==> config.mk <==
export PLATFORM = sky130hd
export DESIGN_NAME = usart_core
export DESIGN_NICKNAME = d
export VERILOG_FILES = /design/src/rtl/usart_core.sv
export SDC_FILE = /design/constraint.sdc
export NUM_CORES = 1
export LEC_CHECK = 0
export ABC_AREA = 1
export BUFFER_PORTS_ARGS = -buffer_cell sky130_fd_sc_hd__buf_2
export CELL_PAD_IN_SITES_DETAIL_PLACEMENT = 0
export CELL_PAD_IN_SITES_GLOBAL_PLACEMENT = 1
export CORE_MARGIN = 2
export CORE_UTILIZATION = 40
export DETAILED_ROUTE_END_ITERATION = 8
export PLACE_DENSITY = 0.79
export SYNTH_ARGS = -nofsm -noshare
export SYNTH_HDL_FRONTEND = slang
export SYNTH_SLANG_ARGS = --single-unit
==> constraint.sdc <==
create_clock -name clk -period 2.5 [get_ports clk]
set_input_delay 0.125 -clock clk [delete_from_list [all_inputs] [get_ports clk]]
set_output_delay 0.125 -clock clk [all_outputs]
set_load 0.01 [all_outputs]
==> src/rtl/usart_core.sv <==
module usart_core #(
  parameter int OVS   = 16,
  parameter int DIV_W = 8
) (
  input  logic       clk,
  input  logic       rst_n,
  input  logic       reg_wr,
  input  logic       reg_rd,
  input  logic [2:0] reg_addr,
  input  logic [7:0] reg_wdata,
  output logic [7:0] reg_rdata,
  input  logic       rxd,
  input  logic       ext_clk,
  output logic       txd,
  output logic       sck_out,
  output logic       tx_irq,
  output logic       rx_irq
);
  localparam int PH_W = $clog2(OVS);
  localparam logic [PH_W-1:0] PH_LAST = PH_W'(OVS - 1);
  localparam logic [PH_W-1:0] PH_MID  = PH_W'(OVS / 2 - 1);

  typedef enum logic [1:0] {RX_IDLE, RX_START, RX_BITS, RX_STOP} rx_st_t;

  logic [4:0] ctrl_r;
  logic [4:0] mode_r;
  logic [DIV_W-1:0] psc_r, div_r, psc_cnt, div_cnt;
  logic par_en, ext_sel, two_stop, tx_ie, rx_ie, sync_m;
  logic [1:0] par_sel, len;
  assign {par_en, par_sel, len} = ctrl_r;
  assign {ext_sel, two_stop, tx_ie, rx_ie, sync_m} = mode_r;

  logic [3:0] dbits, nbits;
  logic has_x;
  assign dbits = (len == 2'b00) ? 4'd7 : 4'd8;
  assign has_x = par_en | len[1];
  assign nbits = dbits + {3'b0, has_x};

  // bit tick source
  logic [2:0] ext_q;
  logic tick, int_tick;
  assign int_tick = (psc_cnt == psc_r) && (div_cnt == div_r);
  assign tick = ext_sel ? (ext_q[1] & ~ext_q[2]) : int_tick;

  always_ff @(posedge clk or negedge rst_n)
    if (!rst_n) begin
      ext_q <= '0;
      psc_cnt <= '0;
      div_cnt <= '0;
    end else begin
      ext_q <= {ext_q[1:0], ext_clk};
      if (psc_cnt == psc_r) begin
        psc_cnt <= '0;
        div_cnt <= (div_cnt == div_r) ? '0 : div_cnt + 1'b1;
      end else begin
        psc_cnt <= psc_cnt + 1'b1;
      end
    end

  // register writes
  logic attn;
  always_ff @(posedge clk or negedge rst_n)
    if (!rst_n) begin
      ctrl_r <= '0;
      mode_r <= '0;
      psc_r <= '0;
      div_r <= '0;
      attn <= 1'b0;
    end else if (reg_wr) begin
      case (reg_addr)
        3'd1: ctrl_r <= reg_wdata[7:3];
        3'd2: attn <= reg_wdata[4];
        3'd3: mode_r <= reg_wdata[7:3];
        3'd4: psc_r <= DIV_W'(reg_wdata);
        3'd5: div_r <= DIV_W'(reg_wdata);
        default: ;
      endcase
    end

  // transmitter
  logic [7:0] tbuf;
  logic tbempty, tx_act, tx_first, tx_x, tx_par;
  logic [11:0] tx_sh, tx_frame;
  logic [9:0] body;
  logic [3:0] tx_left;
  logic [PH_W-1:0] tx_ph;
  logic tx_load;

  assign tx_par = ^((len == 2'b00) ? {1'b0, tbuf[6:0]} : tbuf);
  always_comb begin
    case (par_sel)
      2'b00: tx_x = ~tx_par;
      2'b01: tx_x = tx_par;
      2'b10: tx_x = 1'b1;
      default: tx_x = 1'b0;
    endcase
    if (!par_en) tx_x = par_sel[0];
    body = '1;
    for (int i = 0; i < 8; i++)
      if (4'(i) < dbits) body[i] = tbuf[i];
    if (has_x) body[dbits] = tx_x;
    tx_frame = sync_m ? {2'b11, body} : {1'b1, body, 1'b0};
  end

  assign tx_load = !tx_act && !tbempty;
  assign txd = tx_act ? tx_sh[0] : 1'b1;

  always_ff @(posedge clk or negedge rst_n)
    if (!rst_n) begin
      tbuf <= '0;
      tbempty <= 1'b1;
      tx_act <= 1'b0;
      tx_first <= 1'b0;
      tx_sh <= '1;
      tx_left <= '0;
      tx_ph <= '0;
      sck_out <= 1'b1;
    end else begin
      if (tx_load) begin
        tx_sh <= tx_frame;
        tx_left <= sync_m ? nbits : nbits + 4'd2 + {3'b0, two_stop};
        tx_ph <= '0;
        tx_act <= 1'b1;
        tx_first <= 1'b1;
        tbempty <= 1'b1;
      end else if (tx_act && tick) begin
        if (!sync_m) begin
          if (tx_ph == PH_LAST) begin
            tx_ph <= '0;
            tx_sh <= {1'b1, tx_sh[11:1]};
            tx_left <= tx_left - 1'b1;
            if (tx_left == 4'd1) tx_act <= 1'b0;
          end else begin
            tx_ph <= tx_ph + 1'b1;
          end
        end else if (!tx_ph[0]) begin
          sck_out <= 1'b0;
          tx_ph <= PH_W'(1);
          tx_first <= 1'b0;
          if (!tx_first) tx_sh <= {1'b1, tx_sh[11:1]};
        end else begin
          sck_out <= 1'b1;
          tx_ph <= '0;
          tx_left <= tx_left - 1'b1;
          if (tx_left == 4'd1) tx_act <= 1'b0;
        end
      end
      if (reg_wr && reg_addr == 3'd0) begin
        tbuf <= reg_wdata;
        tbempty <= 1'b0;
      end
    end

  // receiver
  rx_st_t rx_st;
  logic [1:0] rxd_q;
  logic rxd_s, rx_done, rx_fe;
  logic [8:0] rx_sh, rx_frame;
  logic [3:0] rx_cnt;
  logic [PH_W-1:0] rx_ph;
  logic sync_rise;
  assign rxd_s = rxd_q[1];
  assign sync_rise = sync_m && tx_act && tick && tx_ph[0];

  always_ff @(posedge clk or negedge rst_n)
    if (!rst_n) begin
      rxd_q <= 2'b11;
      rx_st <= RX_IDLE;
      rx_sh <= '0;
      rx_cnt <= '0;
      rx_ph <= '0;
      rx_done <= 1'b0;
      rx_fe <= 1'b0;
    end else begin
      rxd_q <= {rxd_q[0], rxd};
      rx_done <= 1'b0;
      if (sync_rise) begin
        rx_sh <= {rxd, rx_sh[8:1]};
        if (tx_left == 4'd1) begin
          rx_done <= 1'b1;
          rx_fe <= 1'b0;
        end
      end
      case (rx_st)
        RX_IDLE:
          if (!sync_m && !rxd_s) begin
            rx_st <= RX_START;
            rx_ph <= '0;
          end
        RX_START:
          if (tick) begin
            if (rx_ph == PH_MID) begin
              rx_ph <= '0;
              rx_cnt <= '0;
              rx_st <= rxd_s ? RX_IDLE : RX_BITS;
            end else begin
              rx_ph <= rx_ph + 1'b1;
            end
          end
        RX_BITS:
          if (tick) begin
            if (rx_ph == PH_LAST) begin
              rx_ph <= '0;
              rx_sh <= {rxd_s, rx_sh[8:1]};
              rx_cnt <= rx_cnt + 1'b1;
              if (rx_cnt == nbits - 4'd1) rx_st <= RX_STOP;
            end else begin
              rx_ph <= rx_ph + 1'b1;
            end
          end
        default:
          if (tick) begin
            if (rx_ph == PH_LAST) begin
              rx_ph <= '0;
              rx_st <= RX_IDLE;
              rx_done <= 1'b1;
              rx_fe <= !rxd_s;
            end else begin
              rx_ph <= rx_ph + 1'b1;
            end
          end
      endcase
    end

  // receive buffer and status
  logic [7:0] rbuf, rx_data;
  logic rbfull, rx9, fe, ov, pe, rx_x, rx_ones, par_bad, accept, rx_busy;
  assign rx_frame = rx_sh >> (4'd9 - nbits);
  assign rx_data = (len == 2'b00) ? {1'b0, rx_frame[6:0]} : rx_frame[7:0];
  assign rx_x = rx_frame[dbits];
  assign rx_ones = ^rx_data ^ rx_x;
  assign par_bad = (par_sel == 2'b00) ? !rx_ones :
                   (par_sel == 2'b01) ? rx_ones :
                   (par_sel == 2'b10) ? !rx_x : rx_x;
  assign accept = !attn || (len[1] && rx_x);
  assign rx_busy = (rx_st != RX_IDLE) || (sync_m && tx_act);

  always_ff @(posedge clk or negedge rst_n)
    if (!rst_n) begin
      rbuf <= '0;
      rbfull <= 1'b0;
      rx9 <= 1'b0;
      fe <= 1'b0;
      ov <= 1'b0;
      pe <= 1'b0;
    end else begin
      if (reg_rd && reg_addr == 3'd0) rbfull <= 1'b0;
      if (reg_rd && reg_addr == 3'd2) {fe, ov, pe} <= 3'b000;
      if (rx_done && accept) begin
        if (rbfull) begin
          ov <= 1'b1;
        end else begin
          rbuf <= rx_data;
          rx9 <= rx_x;
          rbfull <= 1'b1;
          if (rx_fe) fe <= 1'b1;
          if (par_en && par_bad) pe <= 1'b1;
        end
      end
    end

  assign tx_irq = tx_ie & tbempty;
  assign rx_irq = rx_ie & rbfull;

  always_comb
    case (reg_addr)
      3'd0: reg_rdata = rbuf;
      3'd1: reg_rdata = {ctrl_r, fe | ov | pe, rbfull, tbempty};
      3'd2: reg_rdata = {rx_busy, tx_act, rx9, attn, 1'b0, fe, ov, pe};
      3'd3: reg_rdata = {mode_r, 3'b000};
      3'd4: reg_rdata = 8'(psc_r);
      3'd5: reg_rdata = 8'(div_r);
      default: reg_rdata = '0;
    endcase

  p_wr_clears_empty_r7: assert property (@(posedge clk) disable iff (!rst_n)
    (reg_wr && reg_addr == 3'd0) |=> !tbempty);
  p_load_starts_tx_r8: assert property (@(posedge clk) disable iff (!rst_n)
    (!tx_act && !tbempty) |=> tx_act);
  p_full_from_frame_r5: assert property (@(posedge clk) disable iff (!rst_n)
    $rose(rbfull) |-> $past(rx_done));
  p_status_clear_r6: assert property (@(posedge clk) disable iff (!rst_n)
    (reg_rd && reg_addr == 3'd2 && !rx_done) |=> !(fe | ov | pe));
  p_sck_rests_high_r12: assert property (@(posedge clk) disable iff (!rst_n)
    !tx_act |-> sck_out);
  p_attn_drops_r9: assert property (@(posedge clk) disable iff (!rst_n)
    (rx_done && attn && !rx_x && !reg_rd) |=> $stable(rbfull));
endmodule

==> impl_results.md <==
* Fillers at about 1500
* Synth Register Bits at roughly 110
* Vias in the first global route at between 5000 and 6000
* Met2 Use GR at roughly 32%
* DR vias at 5325
* Mean Syn Cell Area at roughly 8 um^2
* Worst slew pin tran at 0.6482 ns
* Multi-input logic area at between 2000 and 3000 um^2
* Core Box Area at 15030 um^2
* Area contributors post-synth: dfrtp_1, nand2_1, o21ai_0
* Critical path capture point type: register
* Syn nets at between 800 and 900
* EDFF count, synth at 0
* H-tree Lvls at 3
* Synth Warn # at 0
* Synth-to-Final Area Change at 13.14%
* Setup WS post-layout at 0.1778 ns
* CP arrival at 2.57 ns
* Setup_tns at 0 ns
* Final Max Tran Viols at 0
* Remaining DRCs at 0
* Worst path required time at 2.75 ns
* Antenna viol nets, final at 0
* Max_slew headroom at 56.65%
* Post-Syn Area at 6103 um^2
* VDD IR max at ~0.46 mV
* Fraction of layout cells with a size suffix above 1 at 12.08%
* Via density at 5.241
* Synth async-reset ratio at 100.0%
* Global-route wire length before repair at 25250 um
* Final Critical Period at ~2.3 ns
* DIE HEIGHT at 127.5 um
* I/O Buffers at 28
* Final core utilization at a little under half
* Count of different cell masters after synthesis at 50
* DP Cell Count at 997
* Nets@finish at around 850
* Routed WL at 15130 um
* Pleak at 3.373 nW
* Highest Clock Rate at 0.4306 GHz
* CTS tree: yes
* WL per Instance at between 10 and 15 um
* Max_cap viols at 0
* Largest net degree at the start of global routing at 45
* Period Utilization, post-route at 92.89%
* Routability cong. at roughly 0.85
* Crit start category: register
* Die area at 16260 um^2
* CTS buffer count at 9
* Worst-path fanout max at 8
* # IOs at 29
* Clock Tree Buf Depth at 2
* Post-route cell area at 6905 um^2
* Busiest grt layer: met2
* Final Total Pwr at between 6 and 7 mW
* Area fraction of the dominant cell type after synthesis at 40.18%
* Mapped Cells at 785
* HP Class: in -> reg
* Post-synth top area cell: dfrtp_1
* M1 GR Usage at around a quarter
* Drt first pass iters at 5
* Status: finished, final reports clean
* Finished Layout Cells at around 1000
* Register area at 2820 um^2
* Grt met3 use at 3.769%
* Final setup violation count at 0
* Pre-CTS WS at 0.03371 ns
* Clk sinks at about 110
* # rows at 45
* Clock-pin slew on the worst setup and hold paths at 0.07 ns
* Starting Density at between 40% and 50%
* Setup CP Type: reg -> reg
* Initial drt markers at 385
* Main synth FF type: dfrtp_1
* Placed cell areas at between 6000 and 7000 um^2
* Antenna fix cells at 0
* GRT overflow at 0
* Clk Latency, worst-skew pair at 0.36 ns
* Final hold violation count at 0
* GRT Total Usage at 19.46%
* Power Density at between 900 and 1000 nW/um^2
* Clk root buf: clkbuf_16
* Initial antenna violation count at 0
* DP HPWL at about 11000 um
* Hold_ws at 0.03266 ns
* Sequential share of the synthesized area at 46.21%
* Die width at between 100 and 150 um
* Clk_skew at 0.01089 ns
what timing repair did:
item | 4_1_cts | 5_1_grt
setup buffers | 0 | 0
hold endpoints to repair | 41 | 0
gates resized for setup | 1 | 8
setup endpoints to repair | 1 | 9
hold buffers | 3 | 0
cells in the final DEF, fill, tap and decap left out, types with 14 or more instances in the layout:
master	instances
buf_2	27
o21ai_0	96
dfstp_2	14
inv_1	98
nor2_1	55
a21oi_1	32
xor2_1	20
dfrtp_1	98
nand2_1	201
nand3_1	47
sequential cells by signal (all words and copies together) (netlist names), 8 cells and up:
| name | flops |
|---|---|
| div_r | 8 |
| psc_cnt | 8 |
| rx_sh | 9 |
| tx_sh | 10 |
| psc_r | 8 |
| div_cnt | 8 |
| tbuf | 8 |
| rbuf | 8 |
cell type report:
cell class / instances / area share [%]
multi-input combinational: 552 / 41.29
sequential: 112 / 40.84
inverter: 107 / 5.816
timing repair buffer: 41 / 3.950
clock buffer: 11 / 3.515
tap: 188 / 3.406
clock inverter: 5 / 1.178
path summary, 6_finish.rpt:
check                               start  endpoint  slack, ns  cells past startpoint
worst min register to register   ext_q[0]  ext_q[1]       0.35                      0
worst max-delay path            ctrl_r[1]        pe       0.18                     16
worst min-delay path               reg_rd    rbfull       0.03                      4
min in group asynchronous           rst_n    rbfull       0.32                      2
max in group asynchronous           rst_n  tx_sh[0]       1.50                      3
worst max register to register  ctrl_r[1]        pe       0.18                     16
synth_stat cells, types with 3 or more instances:
cell,count
nor3_1,9
xnor2_1,5
a221oi_1,5
nand4_1,9
ha_1,11
inv_1,99
nand2_4,3
a21oi_1,32
dfstp_2,14
nor2_1,55
nand3_1,47
nand2_1,202
o21ai_1,4
a21oi_2,8
clkbuf_1,10
inv_2,6
o21ai_0,98
o22ai_1,5
o211ai_1,5
nor2_2,4
dfrtp_1,98
xor2_1,20
a22oi_1,3
where the power goes:
part | total (mW) | leakage [nW] | internal (mW) | switching, mW
Clock | 1.59 | 0.156 | 0.908 | 0.679
Combinational | 2.12 | 1.80 | 0.802 | 1.32
Sequential | 2.65 | 1.41 | 2.28 | 0.367
logic make-up after synthesis:
group,after synthesis,share of synthesized area [%]
xor gates and xnor gates,25,3.588
buffers and inverters,121,7.606
adders and majority gates,11,2.255
AOI/OAI and AO/OA,174,16.30
DFF,112,46.21
and+or+nand+nor,342,24.05
layer usage:
layer | share of wire (%) | up-vias
li1 | - | 2644
met1 | 46 | 2562
met2 | 48 | 104
met3 | 4.2 | 15
met4 | 1.6 | 0
met5 | 0 | -
worst max-delay path: stages, from the launching register on:
cell	delay, ns
dfrtp_1	0.41
inv_2	0.13
nand2_4	0.12
inv_2	0.13
ha_4	0.23
o21ai_1	0.22
nor2_1	0.07
nor2_1	0.16
nand2_1	0.09
nand2_1	0.10
nand4_1	0.13
nand2_1	0.11
inv_1	0.04
nand2_1	0.07
nand4_1	0.08
nand3_1	0.09
nand2_1	0.05
(Power assumes the default switching activity.)
